`src/rtl/ircar_pkg.sv`:
```
package ircar_pkg;

    typedef enum logic [1:0] {
        ST_OFF  = 2'd0,
        ST_HIGH = 2'd1,
        ST_LOW  = 2'd2
    } phase_state_t;

endpackage

```
`src/rtl/ircar_prescaler.sv`:
```
module ircar_prescaler #(
    parameter int SEL_W = 4,
    parameter int DIV_W = 14
) (
    input  logic             clk,
    input  logic             rst_n,
    input  logic             run_i,
    input  logic [SEL_W-1:0] sel_i,
    output logic             tick_o
);

    logic [DIV_W-1:0] div_cnt;
    logic [DIV_W-1:0] sel_mask;
    logic             sel_valid;

    always_ff @(posedge clk or negedge rst_n) begin
        if (!rst_n) begin
            div_cnt <= '0;
        end else if (!run_i) begin
            div_cnt <= '0;
        end else begin
            div_cnt <= div_cnt + 1'b1;
        end
    end

    // Mask of the low sel bits; a tick fires when they are all ones.
    always_comb begin
        sel_mask = '0;
        for (int i = 0; i < DIV_W; i++) begin
            sel_mask[i] = (i < int'(sel_i));
        end
    end

    assign sel_valid = (int'(sel_i) <= DIV_W);
    assign tick_o    = run_i && sel_valid && ((div_cnt & sel_mask) == sel_mask);


    sel_zero_every_cycle_chk: assert property (@(posedge clk) disable iff (!rst_n)
        (run_i && sel_i == '0) |-> tick_o);


    cleared_when_stopped_chk: assert property (@(posedge clk) disable iff (!rst_n)
        !run_i |=> (div_cnt == '0));

endmodule

```
`src/rtl/ircar_phase_fsm.sv`:
```
module ircar_phase_fsm
    import ircar_pkg::*;
#(
    parameter int LEN_W = 6
) (
    input  logic             clk,
    input  logic             rst_n,
    input  logic             enable_i,
    input  logic             tick_i,
    input  logic [LEN_W-1:0] high_len_i,
    input  logic [LEN_W-1:0] low_len_i,
    output logic             carrier_o
);

    phase_state_t     state_q, state_d;
    logic [LEN_W-1:0] cnt_q, cnt_d;
    logic [LEN_W-1:0] len_q, len_d;

    // state register
    always_ff @(posedge clk or negedge rst_n) begin
        if (!rst_n) begin
            state_q <= ST_OFF;
            cnt_q   <= '0;
            len_q   <= '0;
        end else begin
            state_q <= state_d;
            cnt_q   <= cnt_d;
            len_q   <= len_d;
        end
    end

    // next state
    always_comb begin
        state_d = state_q;
        cnt_d   = cnt_q;
        len_d   = len_q;
        if (!enable_i) begin
            state_d = ST_OFF;
            cnt_d   = '0;
            len_d   = '0;
        end else if (tick_i) begin
            unique case (state_q)
                ST_OFF: begin
                    state_d = ST_HIGH;
                    cnt_d   = '0;
                    len_d   = high_len_i;
                end
                ST_HIGH: begin
                    if (cnt_q == len_q) begin
                        state_d = ST_LOW;
                        cnt_d   = '0;
                        len_d   = low_len_i;
                    end else begin
                        cnt_d = cnt_q + 1'b1;
                    end
                end
                ST_LOW: begin
                    if (cnt_q == len_q) begin
                        state_d = ST_HIGH;
                        cnt_d   = '0;
                        len_d   = high_len_i;
                    end else begin
                        cnt_d = cnt_q + 1'b1;
                    end
                end
                default: begin
                    state_d = ST_OFF;
                    cnt_d   = '0;
                    len_d   = '0;
                end
            endcase
        end
    end

    // outputs
    always_ff @(posedge clk or negedge rst_n) begin
        if (!rst_n) begin
            carrier_o <= 1'b0;
        end else begin
            carrier_o <= (state_d == ST_HIGH);
        end
    end


    count_in_range_chk: assert property (@(posedge clk) disable iff (!rst_n)
        cnt_q <= len_q);


    disable_forces_low_chk: assert property (@(posedge clk) disable iff (!rst_n)
        !enable_i |=> (!carrier_o && state_q == ST_OFF && cnt_q == '0));


    length_held_in_phase_chk: assert property (@(posedge clk) disable iff (!rst_n)
        (enable_i && state_q != ST_OFF && $stable(state_q)) |-> $stable(len_q));


    start_at_zero_chk: assert property (@(posedge clk) disable iff (!rst_n)
        (state_q == ST_OFF && enable_i && tick_i) |=> (state_q == ST_HIGH && cnt_q == '0));

endmodule

```
`src/rtl/ir_carrier_gen.sv`:
```
module ir_carrier_gen #(
    parameter int SEL_W = 4,
    parameter int DIV_W = 14,
    parameter int LEN_W = 6
) (
    input  logic             clk,
    input  logic             rst_n,
    input  logic             enable_i,
    input  logic [SEL_W-1:0] div_sel_i,
    input  logic [LEN_W-1:0] high_len_i,
    input  logic [LEN_W-1:0] low_len_i,
    output logic             carrier_o
);

    localparam logic [SEL_W-1:0] SEL_NONE = SEL_W'(DIV_W + 1);

    logic tick;

    ircar_prescaler #(
        .SEL_W (SEL_W),
        .DIV_W (DIV_W)
    ) presc_i (
        .clk    (clk),
        .rst_n  (rst_n),
        .run_i  (enable_i),
        .sel_i  (div_sel_i),
        .tick_o (tick)
    );

    ircar_phase_fsm #(
        .LEN_W (LEN_W)
    ) fsm_i (
        .clk        (clk),
        .rst_n      (rst_n),
        .enable_i   (enable_i),
        .tick_i     (tick),
        .high_len_i (high_len_i),
        .low_len_i  (low_len_i),
        .carrier_o  (carrier_o)
    );


    reserved_holds_chk: assert property (@(posedge clk) disable iff (!rst_n)
        (enable_i && div_sel_i == SEL_NONE) |=> $stable(carrier_o));


    change_on_tick_chk: assert property (@(posedge clk) disable iff (!rst_n)
        (enable_i && !tick) |=> $stable(carrier_o));


    reset_low_chk: assert property (@(posedge clk)
        !rst_n |-> !carrier_o);

endmodule

```
`config.mk`:
```
export PLATFORM = sky130hd
export DESIGN_NAME = ir_carrier_gen
export DESIGN_NICKNAME = d
export VERILOG_FILES = /design/src/rtl/ircar_pkg.sv /design/src/rtl/ircar_prescaler.sv /design/src/rtl/ircar_phase_fsm.sv /design/src/rtl/ir_carrier_gen.sv
export SDC_FILE = /design/constraint.sdc
export NUM_CORES = 1
export LEC_CHECK = 0
export BUFFER_PORTS_ARGS = -buffer_cell sky130_fd_sc_hd__buf_2
export CAP_MARGIN = 15
export CORE_ASPECT_RATIO = 2
export CORE_MARGIN = 2
export CORE_UTILIZATION = 35
export CTS_BUF_LIST = sky130_fd_sc_hd__clkbuf_8
export DETAILED_ROUTE_END_ITERATION = 10
export GPL_TIMING_DRIVEN = 0
export PLACE_DENSITY = 0.59
export RECOVER_POWER = 25
export SYNTH_ARGS = -nofsm -noshare
export SYNTH_HDL_FRONTEND = slang
export SYNTH_SLANG_ARGS = --single-unit
```
`constraint.sdc`:
```
create_clock -name clk -period 2.45 [get_ports clk]
set_input_delay 0.6125 -clock clk [delete_from_list [all_inputs] [get_ports clk]]
set_output_delay 0.6125 -clock clk [all_outputs]
set_load 0.01 [all_outputs]
```
==> results of run 1 <==
## worst max path at each step
stage	to	depth (start not counted)
6_report	fsm_i.carrier_o	6
5_1_grt	fsm_i.len_q[4]	7
4_1_cts	fsm_i.carrier_o	6
3_5_place_dp	fsm_i.cnt_q[4]	7
3_3_place_gp	fsm_i.cnt_q[4]	7
2_1_floorplan	fsm_i.cnt_q[4]	7
## synthesized netlist by cell type, types with 2 or more instances
master     count
a2bb2oi_1      3
and3_1         2
a21boi_0       3
nor2b_1        2
or3_1          2
nor2_1         4
o21ai_0        5
nand4_1        8
a22o_1        11
nand3_1        6
a21oi_1        4
xor2_1         5
or2_2          2
a221oi_1       2
o22ai_1        2
mux2i_1        2
o211ai_1       2
o2bb2ai_1      2
ha_1           6
buf_1          2
clkbuf_1       3
nor3_1         2
dfrtp_1       29
nand2_1       12
inv_1         11
and2_1        13
xnor2_1       11
## per-stage QoR
step / hold slack, ps / utilization, % / worst slack [ps]
global placement: 508 / 39.7 / -6.27
detailed placement: 516 / 39.7 / 7.27
floorplan: 317 / - / 323
finish: 529 / 41.9 / 170
CTS: 381 / 41.8 / 107
global route: 539 / 41.9 / 44.9
## power groups by stage
stage	clock, uW	combinational (uW)	sequential, uW
2_1_floorplan	0	32.9	498
3_3_place_gp	0	68.0	500
3_5_place_dp	0	68.7	500
4_1_cts	448	69.0	491
5_1_grt	466	75.7	492
6_report	435	66.7	492
## state kept, by name, summed over array words and instances, names as in the netlist
signal / count
fsm_i.cnt_q: 6
fsm_i.state_q: 2
presc_i.div_cnt: 14
fsm_i.carrier_o: 1
fsm_i.len_q: 6
## routing by layer
| layer | wire length, um | global-route usage [%] |
|---|---|---|
| met5 | 0 | 0 |
| met4 | 103 | 8.24 |
| met1 | 1450 | 16.2 |
| met2 | 2050 | 27.8 |
| met3 | 135 | 3.02 |
## critical path, cell delays in order, from the launching register on
cell,delay [ps]
dfrtp_1,430
xor2_1,190
nor4_1,400
nand3_2,250
or4b_2,690
a21oi_1,160
a41o_1,100
## layout make-up
cell class / count / area share [%]
clock buffers: 7 / 4.77
flip-flops and latches: 29 / 36.0
clock inverters: 1 / 0.248
well taps: 57 / 3.53
plain buffers: 7 / 1.43
inverters: 11 / 2.05
repair buffers: 19 / 4.65
multi-input cells: 130 / 47.4
## cells by family (layout without fill, tap and decap cells)
| logic type | after synthesis | count (layout) | share of synthesized area (%) |
|---|---|---|---|
| DFF | 29 | 29 | 41.5 |
| adders and majority gates | 7 | 7 | 4.87 |
| AOI/OAI and AO/OA | 45 | 45 | 20.2 |
| muxes | 3 | 3 | 1.79 |
| and+or+nand+nor | 59 | 59 | 19.6 |
| xor gates and xnor gates | 16 | 16 | 8.02 |
| buffers and inverters | 18 | 45 | 4.01 |
==> flow_metrics.py, run 1 <==
metrics = {
    "floorplanning": {
        "pin_count": 20,
        "fp-row-count": 36,
        "initial_core_util_pct": 36.2,
        "die_h_um": 104,
        "design.core.area_sq_um": 4820,
        "dieWidth_um": 54.0,
        "dieArea_sq_um": 5610,
    },
    "placed_design": {
        "io_buffers": 19,
        "post_dp_cell_area_sq_um": 1910,
        "dp_hpwl_mm": 2.87,
        "dp_cells": 253,
        "gp_congestion": 0.744,
    },
    "drt": {
        "vias": 1433,
        "dr.pass1.iters": 4,
        "finalWirelength_mm": 3.74,
        "ant_nets": 0,
        "viasPerCell": 5.49,
        "wl_per_cell_um": 14.3,
        "initialDrtViolationCount": 19,
        "drc": 0,
    },
    "setup_path": {
        "critical_path_required_ps": 2670,
        "cp-start-kind": "register",
        "reg2reg_to": "fsm_i.carrier_o",
        "critPathLaunch": "fsm_i.cnt_q[0]",
        "path_max_fanout": 9,
        "worstSetupPathType": "reg2reg",
        "worst-r2r-cell-count": 6,
        "crit_path_end_kind": "register",
        "r2r_slack_ps": 170,
        "worstPathArrival_ps": 2500,
        "r2r-start": "fsm_i.cnt_q[0]",
    },
    "clock_network": {
        "path_clk_slew_ps": 60,
        "hold_buffers": 0,
        "htreeDepth": 2,
        "cts_tree": "yes",
        "cts_buffer_depth": 2,
        "cts-root-buf": "clkbuf_8",
        "cts_buffers": 5,
        "cts.sinks": 29,
        "cts_resized": 0,
        "worstSkewPairLatency_ps": 280,
        "cts_setup_buffers": 0,
    },
    "global_route": {
        "overflow": 0,
        "grtUsageTotal_pct": 15.7,
        "grt_max_degree": 30,
        "antenna_found_initial": 0,
        "grt_pass1_vias": 1425,
        "grt_pass1_wl_mm": 6.51,
    },
    "min_path": {
        "hold_class": "reg2reg",
        "whs_path_depth": 1,
        "hp-start": "fsm_i.len_q[5]",
        "min_to": "fsm_i.len_q[5]",
    },
    "sta": {
        "fin_tns_setup_ps": 0,
        "period_share_pct": 93.1,
        "clock.fmax_mhz": 439,
        "setup_viol": 0,
        "skew_ps": 3.99,
        "worst_pin_slew_ps": 1550,
        "final_hold_viol_count": 0,
        "max-slew-margin-rel_pct": -3.02,
        "rsz0062_at_grt": "false",
        "slew_violations": 30,
        "layout_min_cycle_time_ps": 2280,
    },
    "outcome": {
        "violations": "max-capacitance violations, max-slew violations",
        "status": "finished, violations left",
    },
    "cells_and_area": {
        "nets": 228,
        "seqCellArea_sq_um": 726,
        "antenna_cells": 0,
        "layout_common_cells": "dfrtp_1, buf_2, and2_1",
        "final_cells": 261,
        "layout_commonest_cell": "dfrtp_1",
        "stdcell_area_sq_um": 2020,
        "multiInputGateArea_sq_um": 956,
        "syn_to_final_growth_pct": 15.5,
        "drive_gt1_share_pct": 17.6,
        "fill_cells": 491,
    },
    "power": {
        "swShare_pct": 22.9,
        "clkPwrFrac_pct": 43.8,
        "switching_power_uw": 227,
        "power_frac_comb_pct": 6.7,
        "irDropWorstVdd_mv": 0.367,
        "p_total_uw": 993,
        "intPower_uw": 766,
        "p_seq_share_pct": 49.5,
        "p_per_area_nw_per_um2": 492,
        "power_leakage_uw": 0.000934,
    },
    "synth": {
        "synth_ff_type": "dfrtp_1",
        "avgSynthCellArea_sq_um": 9.87,
        "yosys.cell_types.count": 48,
        "synth.top_cell.area_share_pct": 41.5,
        "ys_warn_count": 0,
        "netlist_top_cells_area": "dfrtp_1, a22o_1, xnor2_1",
        "netlist_instances": 177,
        "synth_edf_count": 0,
        "syn_area_sq_um": 1750,
        "synthesis.nets": 202,
        "synth_top_area_cell": "dfrtp_1",
        "seq_area_frac_synth_pct": 41.5,
        "ys_ff_latch": 29,
        "synthArstFlopShare_pct": 100,
    },
    "run": {
        "maxCapViolCount": 1,
    },
}
No activity file was read; power rests on OpenSTA's default activity.
==> run 2, diff against run 1 <==
CORE_UTILIZATION = 60   (was 35)
PLACE_DENSITY = 0.89   (was 0.59)
==> run 2 against run 1 <==
Effect of this change: the run still ends with max-capacitance violations, max-slew violations left; highest routed layer unchanged; largest cell class unchanged; power fell by 0.71%; sequential share of layout area rose by 0.73 points; die area fell by 40%; worst hold slack got worse by 6.9 ps; final area fell by 2.0%; routed wire length rose by 4.1%.
==> flow_metrics.py, run 2 (synthesis gave the netlist of run 1 again) <==
metrics = {
    "outcome": {
        "status": "finished, violations left",
        "violations": "max-capacitance violations, max-slew violations",
    },
    "drt": {
        "drc": 0,
        "finalWirelength_mm": 3.89,
        "ant_nets": 0,
        "initialDrtViolationCount": 54,
        "dr.pass1.iters": 5,
        "vias": 1482,
        "wl_per_cell_um": 16.7,
        "viasPerCell": 6.36,
    },
    "clock_network": {
        "cts_tree": "yes",
        "cts_resized": 0,
        "worstSkewPairLatency_ps": 280,
        "cts_buffers": 5,
        "cts.sinks": 29,
        "htreeDepth": 2,
        "path_clk_slew_ps": 60,
        "cts-root-buf": "clkbuf_8",
        "cts_buffer_depth": 2,
        "cts_setup_buffers": 0,
    },
    "cells_and_area": {
        "nets": 228,
        "largest_reg_flops": 14,
        "antenna_cells": 0,
        "top_regs": "presc_i.div_cnt x14, fsm_i.cnt_q x6, fsm_i.len_q x6",
        "layout_commonest_cell": "dfrtp_1",
        "regMostFlops": "presc_i.div_cnt",
        "drive_gt1_share_pct": 17.2,
        "fill_cells": 213,
        "syn_to_final_growth_pct": 13.3,
        "stdcell_area_sq_um": 1980,
        "layout_common_cells": "dfrtp_1, buf_2, and2_1",
    },
    "min_path": {
        "hold_class": "reg2reg",
    },
    "sta": {
        "period_share_pct": 92.9,
        "clock.fmax_mhz": 440,
        "final_hold_viol_count": 0,
        "skew_ps": 3.07,
        "layout_min_cycle_time_ps": 2280,
        "setup_viol": 0,
        "rsz0062_at_grt": "false",
        "max-slew-margin-rel_pct": -2.75,
        "slew_violations": 30,
        "fin_tns_setup_ps": 0,
        "worst_pin_slew_ps": 1540,
    },
    "power": {
        "p_per_area_nw_per_um2": 499,
        "power_leakage_uw": 0.000927,
        "irDropWorstVdd_mv": 0.453,
        "p_total_uw": 986,
    },
    "floorplanning": {
        "pin_count": 20,
        "dieArea_sq_um": 3380,
        "design.core.area_sq_um": 2770,
        "dieWidth_um": 42.2,
        "fp-row-count": 27,
        "initial_core_util_pct": 63.1,
        "die_h_um": 80.3,
    },
    "placed_design": {
        "dp_hpwl_mm": 2.95,
        "io_buffers": 19,
        "post_dp_cell_area_sq_um": 1880,
        "gp_congestion": 0.925,
    },
    "setup_path": {
        "crit_path_end_kind": "register",
        "worstSetupPathType": "reg2reg",
        "path_max_fanout": 10,
        "cp-start-kind": "register",
        "cp_cell_sequence": "nand2_2 > a221oi_1 > o211ai_1 > a32oi_1 > o2111ai_2 > buf_2 > a2111o_1 > o21ai_0",
        "critical_path_required_ps": 2640,
        "critPathTopFamily": "compound AO/OA/AOI/OAI gates",
        "slowest_stage": "dfrtp_1",
        "worst-path-buf-inv": 1,
        "worstPathArrival_ps": 2460,
        "slowest_delay_ps": 450,
    },
    "global_route": {
        "overflow": 0,
        "grt_max_degree": 30,
        "grt_pass1_wl_mm": 6.87,
        "antenna_found_initial": 0,
        "grt_pass1_vias": 1543,
        "grtUsageTotal_pct": 26.8,
    },
    "run": {
        "maxCapViolCount": 1,
    },
}
[run 2: cell counts in the layout (fill, tap and decap cells not counted)]
Identical to the previous run, type by type.
[run 2: worst reg2reg max path, cell delays in order, from the launching register on]
cell	delay, ps
dfrtp_1	450
nand2_2	110
a221oi_1	260
o211ai_1	140
a32oi_1	270
o2111ai_2	310
buf_2	280
a2111o_1	290
o21ai_0	80
[run 2: report_power, final]
part	switching, uW	internal (uW)	total (uW)	leakage [uW]
Combinational	39.6	29.5	69.0	0.000470
Clock	173	253	426	0.0000542
Sequential	7.90	483	491	0.000403
[run 2: what timing repair did]
| item | 4_1_cts | 5_1_grt |
|---|---|---|
| hold buffers | 0 | 0 |
| endpoints found under the setup margin | 0 | 1 |
| hold endpoints to repair | 0 | 0 |
[run 2: layout make-up]
type | instances | area, sq um | share of cell area (%)
repair buffers | 19 | 93.8 | 4.74
well taps | 29 | 36.3 | 1.83
clock buffers | 7 | 96.3 | 4.87
flip-flops and latches | 29 | 726 | 36.7
plain buffers | 7 | 28.8 | 1.45
multi-input cells | 130 | 951 | 48.1
clock inverters | 1 | 5.00 | 0.253
inverters | 11 | 41.3 | 2.09
[run 2: routing by layer]
layer | track usage [%] | vias up | routed length, um
li1 | - | 703 | -
met1 | 26.1 | 734 | 1430
met2 | 51.7 | 37 | 2250
met3 | 5.62 | 8 | 134
met4 | 12.8 | 0 | 82
met5 | 0 | - | 0
[run 2: final timing paths]
check	start	endpoint	slack (ps)	cells past startpoint
max	presc_i.div_cnt[8]	fsm_i.state_q[1]	170	8
max in group asynchronous	rst_n	fsm_i.cnt_q[3]	840	1
min in group asynchronous	rst_n	presc_i.div_cnt[11]	700	1
min	fsm_i.len_q[4]	fsm_i.len_q[4]	520	1
max reg2reg	presc_i.div_cnt[8]	fsm_i.state_q[1]	170	8
min reg2reg	fsm_i.len_q[4]	fsm_i.len_q[4]	520	1
[run 2: through the flow]
step	cells	hold WS [ps]	utilization [%]	setup WS (ps)
detailed placement	225	503	67.8	-70.8
global placement	225	513	67.8	16.5
CTS	233	364	71.5	193
global route	233	552	71.4	14.0
finish	233	522	71.4	175
floorplan	177	317	-	323
